### src/rtl/pinbank_pkg.sv
package pinbank_pkg;

  localparam int OFS_DATA = 0;
  localparam int OFS_DIR  = 2;
  localparam int OFS_MODE = 4;

  // next latch value produced by a compare trigger
  function automatic logic cmp_next(input logic cur, input logic setclr, input logic ovf);
    if (setclr) return ~ovf;
    return ~cur;
  endfunction

  // pad value for a line given drive mode and latch
  function automatic logic drive_val(input logic od, input logic q);
    return od ? 1'b0 : q;
  endfunction

  // pad enable for a line given direction, drive mode and latch
  function automatic logic drive_en(input logic dir, input logic od, input logic q);
    if (!dir) return 1'b0;
    if (od) return ~q;
    return 1'b1;
  endfunction

  // observed line state: latch for outputs, synchronised pin for inputs
  function automatic logic line_view(input logic dir, input logic q, input logic pin);
    return dir ? q : pin;
  endfunction

endpackage

### src/rtl/pinbank_sync.sv
module pinbank_sync #(
  parameter int W = 16
) (
  input  logic         clk,
  input  logic         rst_n,
  input  logic [W-1:0] raw_in,
  output logic [W-1:0] sync_out
);

  logic [W-1:0] stage1;

  always_ff @(posedge clk or negedge rst_n) begin
    if (!rst_n) begin
      stage1   <= '0;
      sync_out <= '0;
    end else begin
      stage1   <= raw_in;
      sync_out <= stage1;
    end
  end

endmodule

### src/rtl/pinbank_line.sv
module pinbank_line
  import pinbank_pkg::*;
(
  input  logic clk,
  input  logic rst_n,
  input  logic sw_wr,
  input  logic sw_bit,
  input  logic trig,
  input  logic setclr,
  input  logic ovf,
  input  logic dir,
  input  logic od,
  input  logic pin_sync,
  output logic q,
  output logic pad_o,
  output logic pad_en,
  output logic cap_o
);

  always_ff @(posedge clk or negedge rst_n) begin
    if (!rst_n) begin
      q <= 1'b0;
    end else if (trig) begin
      q <= cmp_next(q, setclr, ovf);
    end else if (sw_wr) begin
      q <= sw_bit;
    end
  end

  always_comb begin
    pad_o  = drive_val(od, q);
    pad_en = drive_en(dir, od, q);
    cap_o  = line_view(dir, q, pin_sync);
  end

endmodule

### src/rtl/pinbank_regs.sv
module pinbank_regs
  import pinbank_pkg::*;
#(
  parameter int W  = 16,
  parameter int AW = 3
) (
  input  logic          clk,
  input  logic          rst_n,
  input  logic [AW-1:0] bus_addr,
  input  logic [W-1:0]  bus_wdata,
  input  logic          bus_we,
  input  logic          bus_re,
  input  logic [W-1:0]  lat_q,
  input  logic [W-1:0]  pin_sync,
  output logic          data_wr,
  output logic [W-1:0]  dir_q,
  output logic [W-1:0]  od_q,
  output logic [W-1:0]  bus_rdata
);

  logic sel_data, sel_dir, sel_mode;
  logic [W-1:0] view_data;
  logic [W-1:0] rd_mux;

  assign sel_data = (bus_addr == AW'(OFS_DATA));
  assign sel_dir  = (bus_addr == AW'(OFS_DIR));
  assign sel_mode = (bus_addr == AW'(OFS_MODE));
  assign data_wr  = bus_we && sel_data;

  always_comb begin
    for (int i = 0; i < W; i++) begin
      view_data[i] = line_view(dir_q[i], lat_q[i], pin_sync[i]);
    end
  end

  always_comb begin
    rd_mux = '0;
    if (sel_data)      rd_mux = view_data;
    else if (sel_dir)  rd_mux = dir_q;
    else if (sel_mode) rd_mux = od_q;
  end

  always_ff @(posedge clk or negedge rst_n) begin
    if (!rst_n) begin
      dir_q     <= '0;
      od_q      <= '0;
      bus_rdata <= '0;
    end else begin
      if (bus_we && sel_dir)  dir_q <= bus_wdata;
      if (bus_we && sel_mode) od_q  <= bus_wdata;
      bus_rdata <= bus_re ? rd_mux : '0;
    end
  end

endmodule

### src/rtl/pinbank_ccio.sv
module pinbank_ccio #(
  parameter int NLINES = 16,
  parameter int AW     = 3
) (
  input  logic              clk,
  input  logic              rst_n,
  input  logic [AW-1:0]     bus_addr,
  input  logic [NLINES-1:0] bus_wdata,
  input  logic              bus_we,
  input  logic              bus_re,
  output logic [NLINES-1:0] bus_rdata,
  input  logic [NLINES-1:0] pad_in,
  output logic [NLINES-1:0] pad_out,
  output logic [NLINES-1:0] pad_oe,
  input  logic [NLINES-1:0] cc_trig,
  input  logic [NLINES-1:0] cc_setclr,
  input  logic [NLINES-1:0] cc_ovf,
  output logic [NLINES-1:0] cc_capdata
);

  logic [NLINES-1:0] sync_pin;
  logic [NLINES-1:0] lat_q;
  logic [NLINES-1:0] dir_q;
  logic [NLINES-1:0] od_q;
  logic              data_wr;

  pinbank_sync #(.W(NLINES)) u_sync (
    .clk      (clk),
    .rst_n    (rst_n),
    .raw_in   (pad_in),
    .sync_out (sync_pin)
  );

  pinbank_regs #(.W(NLINES), .AW(AW)) u_regs (
    .clk       (clk),
    .rst_n     (rst_n),
    .bus_addr  (bus_addr),
    .bus_wdata (bus_wdata),
    .bus_we    (bus_we),
    .bus_re    (bus_re),
    .lat_q     (lat_q),
    .pin_sync  (sync_pin),
    .data_wr   (data_wr),
    .dir_q     (dir_q),
    .od_q      (od_q),
    .bus_rdata (bus_rdata)
  );

  for (genvar g = 0; g < NLINES; g++) begin : g_line
    pinbank_line u_line (
      .clk      (clk),
      .rst_n    (rst_n),
      .sw_wr    (data_wr),
      .sw_bit   (bus_wdata[g]),
      .trig     (cc_trig[g]),
      .setclr   (cc_setclr[g]),
      .ovf      (cc_ovf[g]),
      .dir      (dir_q[g]),
      .od       (od_q[g]),
      .pin_sync (sync_pin[g]),
      .q        (lat_q[g]),
      .pad_o    (pad_out[g]),
      .pad_en   (pad_oe[g]),
      .cap_o    (cc_capdata[g])
    );
  end

endmodule

### config.mk
export PLATFORM = sky130hd
export DESIGN_NAME = pinbank_ccio
export DESIGN_NICKNAME = d
export VERILOG_FILES = /design/src/rtl/pinbank_pkg.sv /design/src/rtl/pinbank_sync.sv /design/src/rtl/pinbank_line.sv /design/src/rtl/pinbank_regs.sv /design/src/rtl/pinbank_ccio.sv
export SDC_FILE = /design/constraint.sdc
export NUM_CORES = 1
export LEC_CHECK = 0
export BUFFER_PORTS_ARGS = -buffer_cell sky130_fd_sc_hd__buf_2
export CORE_MARGIN = 2
export CORE_UTILIZATION = 51
export DETAILED_ROUTE_END_ITERATION = 7
export PLACE_DENSITY = 0.82
export SETUP_SLACK_MARGIN = 0.4
export SYNTH_ARGS = -nofsm -noshare
export SYNTH_HDL_FRONTEND = slang
export SYNTH_SLANG_ARGS = --single-unit
### constraint.sdc
create_clock -name clk -period 1.3 [get_ports clk]
set_input_delay 0.26 -clock clk [delete_from_list [all_inputs] [get_ports clk]]
set_output_delay 0.26 -clock clk [all_outputs]
set_load 0.05 [all_outputs]
Yosys cells after proc, flatten, opt, wreduce, memory -nomap -nowiden --
Cells that the tools add are included.
Operators by class: eq/ne operators 2, mux-type cells 228, bitwise operators 32, reduce and logical (&&, ||, !) cells 20
Operators with widths (count):
- 1-bit 2-to-1 mux | 224
- 16-bit 2-to-1 mux | 4
- 1-bit NOT | 32
- 2-bit nonzero test | 16
- 3-bit by 2-bit equality test with 1-bit output, second input constant | 1
- 3-bit equality test, second input constant | 1
- 1-bit logical AND | 3
- 3-bit zero test | 1
Storage, ports and cells: flip-flop bits (word level) 96, input port bits 87, output and inout bits 64, logic and storage cells 303

Longest topological paths before layout --
depth after elaboration 5, mapped depth 6, mapped depth without buffers 3

Hierarchy --
Synthesis repeated with hierarchy kept, for this count alone.
Second synthesis, totals: cells, all modules 322, area total of the unflattened synthesis 4414.2 µm²
Modules (own cells, without submodules):
- pinbank_regs | instances 1, cells each 178, area each 2312.2 µm², seq. area each 1201.2 µm²
- pinbank_line | instances 16, cells each 7, area each 81.3 µm², seq. area each 25.0 µm²
- pinbank_sync | instances 1, cells each 32, area each 800.8 µm², seq. area each 800.8 µm²

Least setup slack after synthesis --
Ideal clock, no wire load.
kind in2reg, from in bus_addr[1], to reg u_regs.od_q[10], library setup time 0.127 ns, data arrival time 1.303 ns, required time 1.173 ns, path slack -0.130 ns, stages on the path 5, path buffers 3, cells stage by stage clkbuf_4 > nor4bb_1 > buf_4 > buf_6 > mux2_1
On the way: longest elaborated chain between the ends 2
Ends and longest elaborated chain:
- start, declared | RTL line pinbank_ccio.sv:7 | input logic [AW-1:0] bus_addr,
- 3-bit equality test | RTL line pinbank_regs.sv:27 | assign sel_mode = (bus_addr == AW'(OFS_MODE));
- 1-bit logical AND | RTL line pinbank_regs.sv:50 | if (bus_we && sel_mode) od_q <= bus_wdata;
- end signal, assigned | RTL line pinbank_regs.sv:50
- end, declared | RTL line pinbank_regs.sv:17 | output logic [W-1:0] od_q,
No other way between the ends. A chain may end at the register's enable or synchronous reset.

Worst setup path after layout --
from reg u_regs.dir_q[6], to out cc_capdata[6]
On the way: longest elaborated chain between the ends 1
Ends and longest elaborated chain:
- start, declared | RTL line pinbank_regs.sv:16 | output logic [W-1:0] dir_q,
- start signal, assigned | RTL line pinbank_regs.sv:49 | if (bus_we && sel_dir) dir_q <= bus_wdata;
- 1-bit 2-to-1 mux | RTL line pinbank_pkg.sv:27 | return dir ? q : pin;
- end, declared | RTL line pinbank_ccio.sv:18 | output logic [NLINES-1:0] cc_capdata
No other way between the ends.

==> metrics.md <==
| Metric | Value |
|---|---|
| Min cycle time layout | `1.54 ns` |
| Num CTS Buffers | `9` |
| Pwr per Cell Area | `1550 nW/µm²` |
| Via-to-Cell Ratio | `5.28` |
| Critical path type | `reg -> out` |
| Cell-internal power | `0.00696 W` |
| Initial antenna violation count | `0` |
| Clock share of power | `18.5%` |
| WL final | `13100 µm` |
| Slowest CP cell | `dfrtp_1` |
| Ys Warns | `0` |
| Port bufs | `150` |
| RSZ-0062 raised after global routing | `true` |
| FP Rows | `34` |
| CTS tree | `built` |
| Final Hold Viols | `22` |
| DRT antenna net count | `0` |
| DR WL/cell | `19.8 µm` |
| Actual slew at the worst max-slew pin | `0.376 ns` |
| Ant. Diodes | `0` |
| Mapped Nets | `444` |
| Top cell type's share of synthesized area | `52.3%` |
| Post-Layout Cell Count | `663` |
| GPL Wtd Cong | `0.769` |
| H-tree depth | `3` |
| Residual DRC | `0` |
| Max Fanout on Critical Path | `3` |
| Core Region | `8720 µm²` |
| Hpwl dp | `7350 µm` |
| Critical Path Source Type | `register` |
| Via count | `3501` |
| Worst min path class | `in -> async` |
| CTS root buf | `clkbuf_8` |
| Sw Ratio | `37.3%` |
| Yosys reg bits | `96` |
| Power Total | `0.0111 W` |
| IO Pins | `151` |
| Critical Path RT | `1.04 ns` |
| Leakage | `3.58 nW` |
| Clock skew | `0.00836 ns` |
| Layout area overhead | `56.3%` |
| CTS Sinks | `96` |
| Combinational group share of total power | `46.0%` |
| Hold Slack | `-0.188 ns` |
| Period Utilization, post-route | `119%` |
| Critical-path cell list | `mux2_4 -> buf_8` |
| DR pass1 iterations | `4` |
| Worst setup margin | `-0.243 ns` |
| Die H | `98.9 µm` |
| Global route total overflow | `0` |
| CP endpoint kind | `output port` |
| Failing checks | `hold timing, setup timing` |
| Vias in the first global route | `3743` |
| Slew HR | `74.9%` |
| Max Transition Viols Final | `0` |
| P_sw | `0.00414 W` |
| Die area | `9790 µm²` |
| Post-synthesis cell area | `4600 µm²` |
| Max Freq | `648 MHz` |
| Largest net degree at the start of global routing | `34` |
| Max cap viols | `0` |
| Yosys cell types | `20` |
| Clk_lat worst skew | `0.35 ns` |
| WP data arrival | `1.28 ns` |
| Total GRT Usage | `25.8%` |
| Sequential area share after synthesis | `52.3%` |
| Avg Inst Size Synth | `12.9 µm²` |
| Status | `complete, but fails checks` |
| Die X | `98.9 µm` |
| First-pass GRT wire length | `19500 µm` |
| Nets@finish | `637` |
| Inst Count DP | `569` |
| Initial drt markers | `103` |
| Final setup viols | `48` |
| CTS clk-pin slew, worst paths | `0.10 ns` |
| Main area contributors after synthesis | `dfrtp_1 (52%), mux2_2 (11%), buf_4 (8.0%)` |
| Delay of the slowest critical-path stage | `0.43 ns` |
| Flop pwr share | `35.6%` |
| VDD IR max | `999 µV` |
| Layout cells sized above 1 | `70.8%` |
| Clk buf depth | `2` |
| Initial Utilization | `52.7%` |
| Post-synthesis instance total | `357` |
| Leading area contributor after synthesis | `dfrtp_1` |
==> repair_timing <==
action / 4_1_cts / 5_1_grt
buffers inserted: 40 / 23
endpoints found under the setup margin: 128 / 128
resized for setup: 249 / 84
cloned: 3 / 0
hold endpoints to repair: 30 / 26
hold buffers: 8 / 4
pin swaps: 20 / 13
==> registers in the layout (all words and copies together), names as in the netlist <==
register / flops
g_line.u_line.q: 16
u_regs.bus_rdata: 16
u_regs.dir_q: 16
u_regs.od_q: 16
u_sync.stage1: 16
u_sync.sync_out: 16
==> layout by cell type, fill, tap and decap left out <==
cell	instances
buf_6	97
buf_2	81
dfrtp_1	68
mux2_4	55
buf_4	34
mux2i_1	32
dfrtp_2	28
nor2b_4	17
o211a_1	16
a21oi_2	15
o22ai_1	14
nor2b_1	12
buf_8	12
dlygate4sd3_1	12
clkbuf_8	11
inv_2	9
mux2_2	8
buf_12	7
inv_1	5
nor2b_2	4
clkinvlp_4	3
inv_4	2
o22ai_2	2
or3_1	1
a21oi_4	1
nor4b_4	1
nand2_4	1
nor3_4	1
nor4bb_4	1
mux2_1	1
bufinv_16	1
clkbuf_1	1
clkbuf_16	1
buf_16	1
==> worst max-delay path: cells and delay by family, from the launching register on <==
family,cells,cell delay [ns]
flops,1,0.43
mux,1,0.34
buf+inv,1,0.16
==> metrics by stage <==
step	setup TNS (ns)	util (%)	instance area [µm²]	hold WS, ns	setup slack, ns
floorplan	-2.13	-	4760	-0.0356	-0.114
global placement	-5.10	60.5	5270	0.195	-0.131
detailed placement	-6.93	60.5	5270	0.202	-0.230
CTS	-7.09	77.4	6750	-0.187	-0.228
global route	-9.34	82.4	7190	-0.191	-0.282
finish	-6.81	82.4	7190	-0.188	-0.243
==> cells by family (layout without fill, tap and decap cells) <==
group                  count (synthesis)  count (layout)  share of synthesized area [%]
buffers and inverters                 79             277                           11.9
flip-flops                            96              96                           52.3
AND/OR/NAND/NOR                       38              38                           5.80
multiplexers                          96              96                           22.6
AO/OA/AOI/OAI                         48              48                           7.40
==> synthesized netlist by cell type <==
library cell and count:
dfrtp_1 96, clkbuf_4 1, o211a_1 16, clkbuf_1 5, mux2_2 44, nor3_4 1, or3_1 1, buf_6 6
buf_12 1, mux2i_1 32, buf_4 49, a21oi_1 16, inv_1 16, buf_2 1, mux2_1 20, nor2b_1 33
nand2_1 1, nor4b_4 1, o22ai_1 16, nor4bb_1 1
==> area by class of cell <==
cell class                      count  area (µm²)
Timing Repair Buffer              245        2250
Inverter                           16        65.1
Clock buffer                       12         155
Clock inverter                      4        52.6
Tap cell                          108         135
Fill cell                         451        1540
Sequential cell                    96        2440
Multi-Input combinational cell    182        2090
==> layer usage <==
| layer | GRT usage (%) | vias to the layer above | wire, µm |
|---|---|---|---|
| met1 | 31.1 | 1783 | 5110 |
| met2 | 46.0 | 116 | 7250 |
| met5 | 0 | - | 0 |
| li1 | - | 1578 | - |
| met4 | 10.2 | 0 | 297 |
| met3 | 4.40 | 24 | 490 |
==> power by group through the flow <==
stage / clock network, W / registers, W / logic [W]
final: 0.00205 / 0.00395 / 0.00510
after global routing: 0.00221 / 0.00401 / 0.00533
after CTS: 0.00207 / 0.00386 / 0.00458
after detailed placement: 0 / 0.00381 / 0.00320
after global placement: 0 / 0.00378 / 0.00313
after floorplan: 0 / 0.00382 / 0.00293
==> final timing paths <==
| check | start | slack, ns | depth (start not counted) | end |
|---|---|---|---|---|
| max in group asynchronous | rst_n | 0.95 | 2 | g_line[13].u_line.q$_DFFE_PN0P_ |
| min in group clk | pad_in[15] | 0.03 | 1 | u_sync.stage1[15]$_DFF_PN0_ |
| worst min register to register | u_sync.stage1[3]$_DFF_PN0_ | 0.36 | 0 | u_sync.sync_out[3]$_DFF_PN0_ |
| worst max-delay path | u_regs.dir_q[6]$_DFFE_PN0P_ | -0.24 | 2 | cc_capdata[6] |
| worst max register to register | u_regs.dir_q[6]$_DFFE_PN0P_ | 0 | 4 | u_regs.bus_rdata[6]$_DFF_PN0_ |
| worst min-delay path | rst_n | -0.19 | 1 | g_line[3].u_line.q$_DFFE_PN0P_ |
No activity file was read; power rests on OpenSTA's default activity.
